`config.mk`:
```
export PLATFORM = sky130hd
export DESIGN_NAME = hbuf_port_ctrl
export DESIGN_NICKNAME = d
export VERILOG_FILES = /design/src/rtl/hbuf_pkg.sv /design/src/rtl/hbuf_byte_ram.sv /design/src/rtl/hbuf_xfer_ctrl.sv /design/src/rtl/hbuf_iso_bank.sv /design/src/rtl/hbuf_port_ctrl.sv
export SDC_FILE = /design/constraint.sdc
export NUM_CORES = 2
export LEC_CHECK = 0
export CAP_MARGIN = 20
export CORE_MARGIN = 2
export CORE_UTILIZATION = 40
export CTS_CLUSTER_SIZE = 12
export DETAILED_ROUTE_END_ITERATION = 6
export PLACE_DENSITY = 0.56
export SLEW_MARGIN = 20
export SYNTH_ARGS = -nofsm -noshare
export SYNTH_HDL_FRONTEND = slang
export SYNTH_SLANG_ARGS = --single-unit
```
`constraint.sdc`:
```
create_clock -name clk -period 6.7 [get_ports clk]
set_input_delay 1.34 -clock clk [delete_from_list [all_inputs] [get_ports clk]]
set_output_delay 1.34 -clock clk [all_outputs]
set_load 0.05 [all_outputs]
```
`src/rtl/hbuf_pkg.sv`:
```
package hbuf_pkg;
  typedef enum logic [1:0] {
    TGT_NONE = 2'd0,
    TGT_ISO  = 2'd1,
    TGT_ASY  = 2'd2
  } hbuf_tgt_e;

  localparam logic [7:0] CMD_ISO_RD = 8'h40;
  localparam logic [7:0] CMD_ISO_WR = 8'hC0;
  localparam logic [7:0] CMD_ASY_RD = 8'h41;
  localparam logic [7:0] CMD_ASY_WR = 8'hC1;
endpackage

```
`src/rtl/hbuf_byte_ram.sv`:
```
module hbuf_byte_ram #(
  parameter int NBYTES = 64,
  localparam int ADDR_W = $clog2(NBYTES)
) (
  input  logic              clk,
  input  logic              we,
  input  logic [ADDR_W-1:0] addr,
  input  logic [15:0]       wdata,
  output logic [15:0]       rdata
);
  logic [7:0] mem [NBYTES];
  logic [ADDR_W-1:0] addr_even;
  logic [ADDR_W-1:0] addr_odd;

  assign addr_even = {addr[ADDR_W-1:1], 1'b0};
  assign addr_odd  = {addr[ADDR_W-1:1], 1'b1};

  always_ff @(posedge clk) begin
    if (we) begin
      mem[addr_even] <= wdata[7:0];
      mem[addr_odd]  <= wdata[15:8];
    end
  end

  assign rdata = {mem[addr_odd], mem[addr_even]};
endmodule

```
`src/rtl/hbuf_xfer_ctrl.sv`:
```
module hbuf_xfer_ctrl
  import hbuf_pkg::*;
#(
  parameter int BUF_BYTES = 64,
  localparam int PTR_W = $clog2(BUF_BYTES) + 1
) (
  input  logic             clk,
  input  logic             rst_n,
  input  logic             cmd_wr,
  input  logic [7:0]       cmd_code,
  input  logic             cnt_wr,
  input  logic [PTR_W-1:0] cnt_wdata,
  input  logic             dat_wr,
  input  logic             dat_rd,
  output hbuf_tgt_e        tgt,
  output logic             dir_wr,
  output logic             acc_go,
  output logic             acc_beyond,
  output logic [PTR_W-1:0] ptr,
  output logic             eot,
  output logic             asy_cmd
);
  localparam logic [PTR_W-1:0] LIM = PTR_W'(BUF_BYTES);

  hbuf_tgt_e        tgt_q, tgt_nx;
  logic             dir_q, dir_nx;
  logic [PTR_W-1:0] ptr_q, ptr_nx;
  logic [PTR_W-1:0] cnt_q, cnt_nx;
  logic [PTR_W-1:0] cnt_lim;
  logic [PTR_W-1:0] ptr_step;
  logic             attempt;
  logic             in_range;

  assign cnt_lim  = (cnt_q > LIM) ? LIM : cnt_q;
  assign ptr_step = ptr_q + PTR_W'(2);
  assign attempt  = (tgt_q != TGT_NONE) && !cmd_wr && (dir_q ? dat_wr : dat_rd);
  assign in_range = (ptr_q < cnt_lim);
  assign acc_go     = attempt && in_range;
  assign acc_beyond = attempt && !in_range;
  assign eot        = acc_go && (ptr_step >= cnt_lim);

  always_comb begin
    tgt_nx  = tgt_q;
    dir_nx  = dir_q;
    ptr_nx  = ptr_q;
    cnt_nx  = cnt_q;
    asy_cmd = 1'b0;
    if (cnt_wr) cnt_nx = cnt_wdata;
    if (cmd_wr) begin
      ptr_nx = '0;
      dir_nx = cmd_code[7];
      unique case (cmd_code)
        CMD_ISO_RD, CMD_ISO_WR: tgt_nx = TGT_ISO;
        CMD_ASY_RD, CMD_ASY_WR: begin
          tgt_nx  = TGT_ASY;
          asy_cmd = 1'b1;
        end
        default: tgt_nx = TGT_NONE;
      endcase
    end else if (acc_go) begin
      ptr_nx = ptr_step;
    end
  end

  always_ff @(posedge clk or negedge rst_n) begin
    if (!rst_n) begin
      tgt_q <= TGT_NONE;
      dir_q <= 1'b0;
      ptr_q <= '0;
      cnt_q <= '0;
    end else begin
      tgt_q <= tgt_nx;
      dir_q <= dir_nx;
      ptr_q <= ptr_nx;
      cnt_q <= cnt_nx;
    end
  end

  assign tgt    = tgt_q;
  assign dir_wr = dir_q;
  assign ptr    = ptr_q;

  AST_PTR_EVEN: assert property (@(posedge clk) disable iff (!rst_n) ptr_q[0] == 1'b0);
  AST_PTR_STEP: assert property (@(posedge clk) disable iff (!rst_n)
    acc_go |=> ptr_q == $past(ptr_q) + PTR_W'(2));
  AST_CMD_CLEARS_PTR: assert property (@(posedge clk) disable iff (!rst_n)
    cmd_wr |=> ptr_q == '0);
  AST_BEYOND_HOLDS_PTR: assert property (@(posedge clk) disable iff (!rst_n)
    acc_beyond |=> $stable(ptr_q));
  AST_PTR_BOUND: assert property (@(posedge clk) disable iff (!rst_n) ptr_q <= LIM);
endmodule

```
`src/rtl/hbuf_iso_bank.sv`:
```
module hbuf_iso_bank #(
  parameter int NBANK = 2
) (
  input  logic             clk,
  input  logic             rst_n,
  input  logic             sof,
  input  logic [NBANK-1:0] consume,
  input  logic             set_full,
  output logic [NBANK-1:0] full,
  output logic             bank_eff
);
  logic [NBANK-1:0] full_q, full_nx;
  logic             bank_q, bank_nx;
  logic             both_full;

  assign both_full = &full_q;
  assign bank_eff  = both_full | bank_q;

  genvar gi;
  generate
    for (gi = 0; gi < NBANK; gi++) begin : g_flag
      always_comb begin
        full_nx[gi] = full_q[gi];
        if (consume[gi]) full_nx[gi] = 1'b0;
        if (set_full && (bank_eff == gi[0])) full_nx[gi] = 1'b1;
      end
    end
  endgenerate

  always_comb begin
    bank_nx = bank_q;
    if (sof) bank_nx = both_full ? 1'b1 : ~bank_q;
  end

  always_ff @(posedge clk or negedge rst_n) begin
    if (!rst_n) begin
      full_q <= '0;
      bank_q <= 1'b0;
    end else begin
      full_q <= full_nx;
      bank_q <= bank_nx;
    end
  end

  assign full = full_q;

  AST_BOTH_FULL_NO_TOGGLE: assert property (@(posedge clk) disable iff (!rst_n)
    (sof && both_full) |=> bank_q);
  AST_SOF_TOGGLES: assert property (@(posedge clk) disable iff (!rst_n)
    (sof && !both_full) |=> bank_q != $past(bank_q));
  AST_FULL_HOLD: assert property (@(posedge clk) disable iff (!rst_n)
    (!set_full && consume == '0) |=> $stable(full_q));
endmodule

```
`src/rtl/hbuf_port_ctrl.sv`:
```
module hbuf_port_ctrl
  import hbuf_pkg::*;
#(
  parameter int BUF_BYTES = 64,
  localparam int PTR_W = $clog2(BUF_BYTES) + 1
) (
  input  logic             clk,
  input  logic             rst_n,
  input  logic             cmd_wr,
  input  logic [7:0]       cmd_code,
  input  logic             cnt_wr,
  input  logic [PTR_W-1:0] cnt_wdata,
  input  logic             dat_wr,
  input  logic [15:0]      dat_wdata,
  input  logic             dat_rd,
  output logic [15:0]      dat_rdata,
  input  logic             int_wr,
  input  logic [7:0]       int_wdata,
  output logic [7:0]       int_status,
  output logic [2:0]       buf_status,
  input  logic             sof,
  input  logic [1:0]       iso_consume,
  output logic             iso_bank
);
  localparam int EOT_BIT = 2;

  hbuf_tgt_e        tgt;
  logic             dir_wr, acc_go, acc_beyond, eot, asy_cmd;
  logic [PTR_W-1:0] ptr;
  logic [1:0]       full;
  logic             bank_eff;
  logic [15:0]      iso_rd, asy_rd;
  logic             iso_we, asy_we;

  logic [15:0] rdata_q, rdata_nx;
  logic [7:0]  st_q, st_nx;
  logic        adone_q, adone_nx;

  hbuf_xfer_ctrl #(.BUF_BYTES(BUF_BYTES)) u_xfer (
    .clk(clk), .rst_n(rst_n),
    .cmd_wr(cmd_wr), .cmd_code(cmd_code),
    .cnt_wr(cnt_wr), .cnt_wdata(cnt_wdata),
    .dat_wr(dat_wr), .dat_rd(dat_rd),
    .tgt(tgt), .dir_wr(dir_wr),
    .acc_go(acc_go), .acc_beyond(acc_beyond),
    .ptr(ptr), .eot(eot), .asy_cmd(asy_cmd)
  );

  hbuf_iso_bank #(.NBANK(2)) u_bank (
    .clk(clk), .rst_n(rst_n),
    .sof(sof), .consume(iso_consume),
    .set_full(eot && dir_wr && (tgt == TGT_ISO)),
    .full(full), .bank_eff(bank_eff)
  );

  assign iso_we = acc_go && dir_wr && (tgt == TGT_ISO);
  assign asy_we = acc_go && dir_wr && (tgt == TGT_ASY);

  hbuf_byte_ram #(.NBYTES(2 * BUF_BYTES)) u_iso_ram (
    .clk(clk), .we(iso_we),
    .addr({bank_eff, ptr[PTR_W-2:0]}),
    .wdata(dat_wdata), .rdata(iso_rd)
  );

  hbuf_byte_ram #(.NBYTES(BUF_BYTES)) u_asy_ram (
    .clk(clk), .we(asy_we),
    .addr(ptr[PTR_W-2:0]),
    .wdata(dat_wdata), .rdata(asy_rd)
  );

  always_comb begin
    rdata_nx = rdata_q;
    if (!dir_wr && acc_go)     rdata_nx = (tgt == TGT_ISO) ? iso_rd : asy_rd;
    if (!dir_wr && acc_beyond) rdata_nx = '0;
  end

  always_comb begin
    st_nx = st_q;
    if (int_wr) st_nx = st_nx & ~int_wdata;
    if (eot)    st_nx[EOT_BIT] = 1'b1;
  end

  always_comb begin
    adone_nx = adone_q;
    if (asy_cmd) adone_nx = 1'b0;
    if (eot && (tgt == TGT_ASY)) adone_nx = 1'b1;
  end

  always_ff @(posedge clk or negedge rst_n) begin
    if (!rst_n) begin
      rdata_q <= '0;
      st_q    <= '0;
      adone_q <= 1'b0;
    end else begin
      rdata_q <= rdata_nx;
      st_q    <= st_nx;
      adone_q <= adone_nx;
    end
  end

  assign dat_rdata  = rdata_q;
  assign int_status = st_q;
  assign buf_status = {adone_q, full};
  assign iso_bank   = bank_eff;

  AST_EOT_FLAGS_IRQ: assert property (@(posedge clk) disable iff (!rst_n)
    eot |=> int_status[EOT_BIT]);
  AST_BEYOND_READ_ZERO: assert property (@(posedge clk) disable iff (!rst_n)
    (acc_beyond && !dir_wr) |=> dat_rdata == 16'h0000);
  AST_NO_WRITE_BEYOND: assert property (@(posedge clk) disable iff (!rst_n)
    acc_beyond |-> !(iso_we || asy_we));
  AST_ASY_DONE_SET: assert property (@(posedge clk) disable iff (!rst_n)
    (eot && tgt == TGT_ASY) |=> buf_status[2]);
endmodule

```
==> reports/results.ini <==
[outcome]
status=finished clean

[sta]
grt_setup_unrepaired=false
fin_crit_sh=0.698
hold_viol=0
slew_viol_final=0
fmax_mhz=214
tightest_slew_ns=1.17
min_period_ns=4.68
finalClockSkew_ns=0.0351
slew-limit-headroom=0.210
whs_ns=0.475
setup_viol=0
setup_tns_ns=0

[logic_synthesis]
ys.flop_type=edfxtp_1
async_flop_share=0.0278
ys_seq_area_frac=0.764
postSynthNetCount=3416
netlist_instances=3351
synthTopCellsByArea=edfxtp_1, mux4_2, mux2i_1
avgSynthCellArea_sq_um=18.4
yosysUniqueCellTypes=81
netlist_area_sq_um=61800
ys_ff_latch=1580
yosys.area.top_type=edfxtp_1
synth-edff-count=1536
yosys_warnings=0
synth_top_area_share=0.747

[clocking]
clock-sinks=1580
cts_max_path_buffers=3
clk_latency_ns=0.81
cts_htree_levels=4
cts.clk_slew.worst_paths_ns=0.06
cts_buffers=166
root_buffer=clkbuf_16
postCtsSetupBuffers=0
cts_tree=done
cts_resized=0
ctsHoldBuffers=0

[routing]
wirelength_mm=197
drt_pass1_iterations=6
drt_iter0_drc=5379
wl_per_cell_um=34.4
vias_per_cell=6.17
drc=0
vias=35300
postRouteAntennaNets=0

[finish]
fin_nets=3621
layout_commonest_cell=edfxtp_1
final_cells=5729
fin_util=0.459
drive_gt1_frac=0.205
mostFrequentLayoutCells=edfxtp_1, buf_4, o22ai_1, clkbuf_16, nand2_1
synthToLayoutAreaGrowth_pct=14.3
fin_area_sq_um=70600

[pwr]
leakagePower_nw=21.6
power.density_nw_per_um2=285
ir_worst_vdd_v=0.000211

[placed_design]
place_hpwl_mm=118
io_buffers=76
gp_congestion=0.904
placed_cells=5431
placed_area_sq_um=65500

[setup_path]
ff2ff_path_depth=9
critPathMaxFanout=40
cp_cell_sequence=inv_2 > ha_1 > nor2b_1 > a221oi_1 > o21ai_1 > a21boi_1 > nand2_1 > nor2_1 > buf_4
slowest_delay_ns=0.97
required_ns=7.20
start_kind=register
crit_arrival_ns=5.18
crit_type=register to register
critPathSlowestCell=dfrtp_4
worstSetupEndpointType=register

[die]
initial_core_util=0.402
die_h_um=397
pin_count=77
core_area_sq_um=154000
die_x_um=397
die-area_sq_um=158000
num_rows=144

[grt]
grt-ovfl-total=0
grt_pass1_vias=34100
grt_usage=0.247
grt_antenna_before_repair=14
grt_max_degree=98
grt_pass1_wl_mm=272

[worst_hold_path]
min_path_cells=2
holdCritPathClass=register to register

[job]
max_cap_viol_count=0

[metrics by stage]
step,setup WS (ns),power (mW)
2_1_floorplan,1.95,11.2
3_3_place_gp,1.55,11.6
3_5_place_dp,1.45,11.6
4_1_cts,2.00,20.2
5_1_grt,1.72,20.6
6_report,2.02,20.1
[layout make-up]
| class | count | area [sq um] |
|---|---|---|
| Antenna cell | 2 | 5.00 |
| Clock buffer | 235 | 4580 |
| Clock inverter | 60 | 474 |
| Fill cell | 13100 | 83100 |
| Inverter | 13 | 51.3 |
| Multi-Input combinational cell | 1525 | 13400 |
| Sequential cell | 1580 | 47200 |
| Tap cell | 2044 | 2560 |
| Timing Repair Buffer | 270 | 2340 |
[state kept, by name, indices dropped and copies added (netlist names)]
signal,count
u_xfer.ptr,6
u_bank.full,2
dat_rdata,16
u_bank.bank_q,1
u_iso_ram.mem,1024
adone_q,1
u_asy_ram.mem,512
u_xfer.cnt_q,7
int_status,8
u_xfer.tgt,2
u_xfer.dir_wr,1
[cell usage after synthesis, types with 6 or more instances]
master     instances
nor3_1            44
buf_4             27
mux2_2            99
o32ai_1            6
o21a_1             6
buf_2             83
and3_1             9
o311ai_0           8
nand2_1          146
o21ai_1            6
or3_1             10
a22o_1            12
a221o_1            6
a221oi_1          42
clkbuf_1          69
buf_6             30
o21ai_0          111
o22a_1            13
inv_1             11
o22ai_1          178
o2111ai_1          7
a21oi_1           82
buf_1             12
nand2b_1           8
nand3_1           22
o31ai_1            9
o221ai_1         116
mux4_1            14
a31oi_1           18
a21boi_0           7
o211ai_1          15
ha_1              16
a211oi_1          22
edfxtp_1        1536
a22oi_1           21
buf_12            10
dfrtp_1           44
nor2_1           108
nor4_1            12
nor2b_1           14
mux2i_1          116
mux4_2           139
[where the power goes]
part	switching (mW)	internal, mW
Clock	3.75	4.97
Sequential	0.0365	10.9
Combinational	0.373	0.107
[layer usage]
metal / share of wire / wire length [um] / track usage / up-vias
li1: - / - / - / 14300
met1: 0.40 / 79600 / 0.348 / 18500
met2: 0.45 / 87900 / 0.368 / 2176
met3: 0.11 / 21700 / 0.0639 / 360
met4: 0.040 / 7790 / 0.0946 / 2
met5: 0.000061 / 12 / 0 / -
[critical path, delay by kind of cell, from the launching register on]
| family | cells | cell delay, ns |
|---|---|---|
| buf+inv | 2 | 0.40 |
| compound gates | 3 | 1.29 |
| fa+ha+maj | 1 | 0.32 |
| flops | 1 | 0.97 |
| simple gates | 3 | 1.37 |
[worst paths after layout]
check	startpoint	to	slack (ns)
hold / removal	int_status[2]	int_status[2]	0.48
setup / recovery	u_xfer.ptr[1]	u_asy_ram.mem[15][5]	2.02
hold reg to reg	int_status[2]	int_status[2]	0.48
min in group asynchronous	rst_n	u_bank.bank_q	0.62
max in group asynchronous	rst_n	u_xfer.ptr[1]	5.56
setup reg to reg	u_xfer.ptr[1]	u_asy_ram.mem[15][5]	2.02
[cell families (layout without fill, tap and decap cells)]
| logic type | Yosys count | in the layout | synth area share |
|---|---|---|---|
| AO/OA/AOI/OAI | 736 | 736 | 0.0836 |
| XOR/XNOR | 4 | 4 | 0.000567 |
| adder cells (fa/ha/maj) | 16 | 16 | 0.00324 |
| buffers and inverters | 246 | 578 | 0.0249 |
| flip-flops | 1580 | 1580 | 0.764 |
| multiplexers | 370 | 370 | 0.0939 |
| other | 0 | 2 | 0 |
| AND/OR/NAND/NOR | 399 | 399 | 0.0294 |
Note: power is estimated with default switching activity, not from simulation.
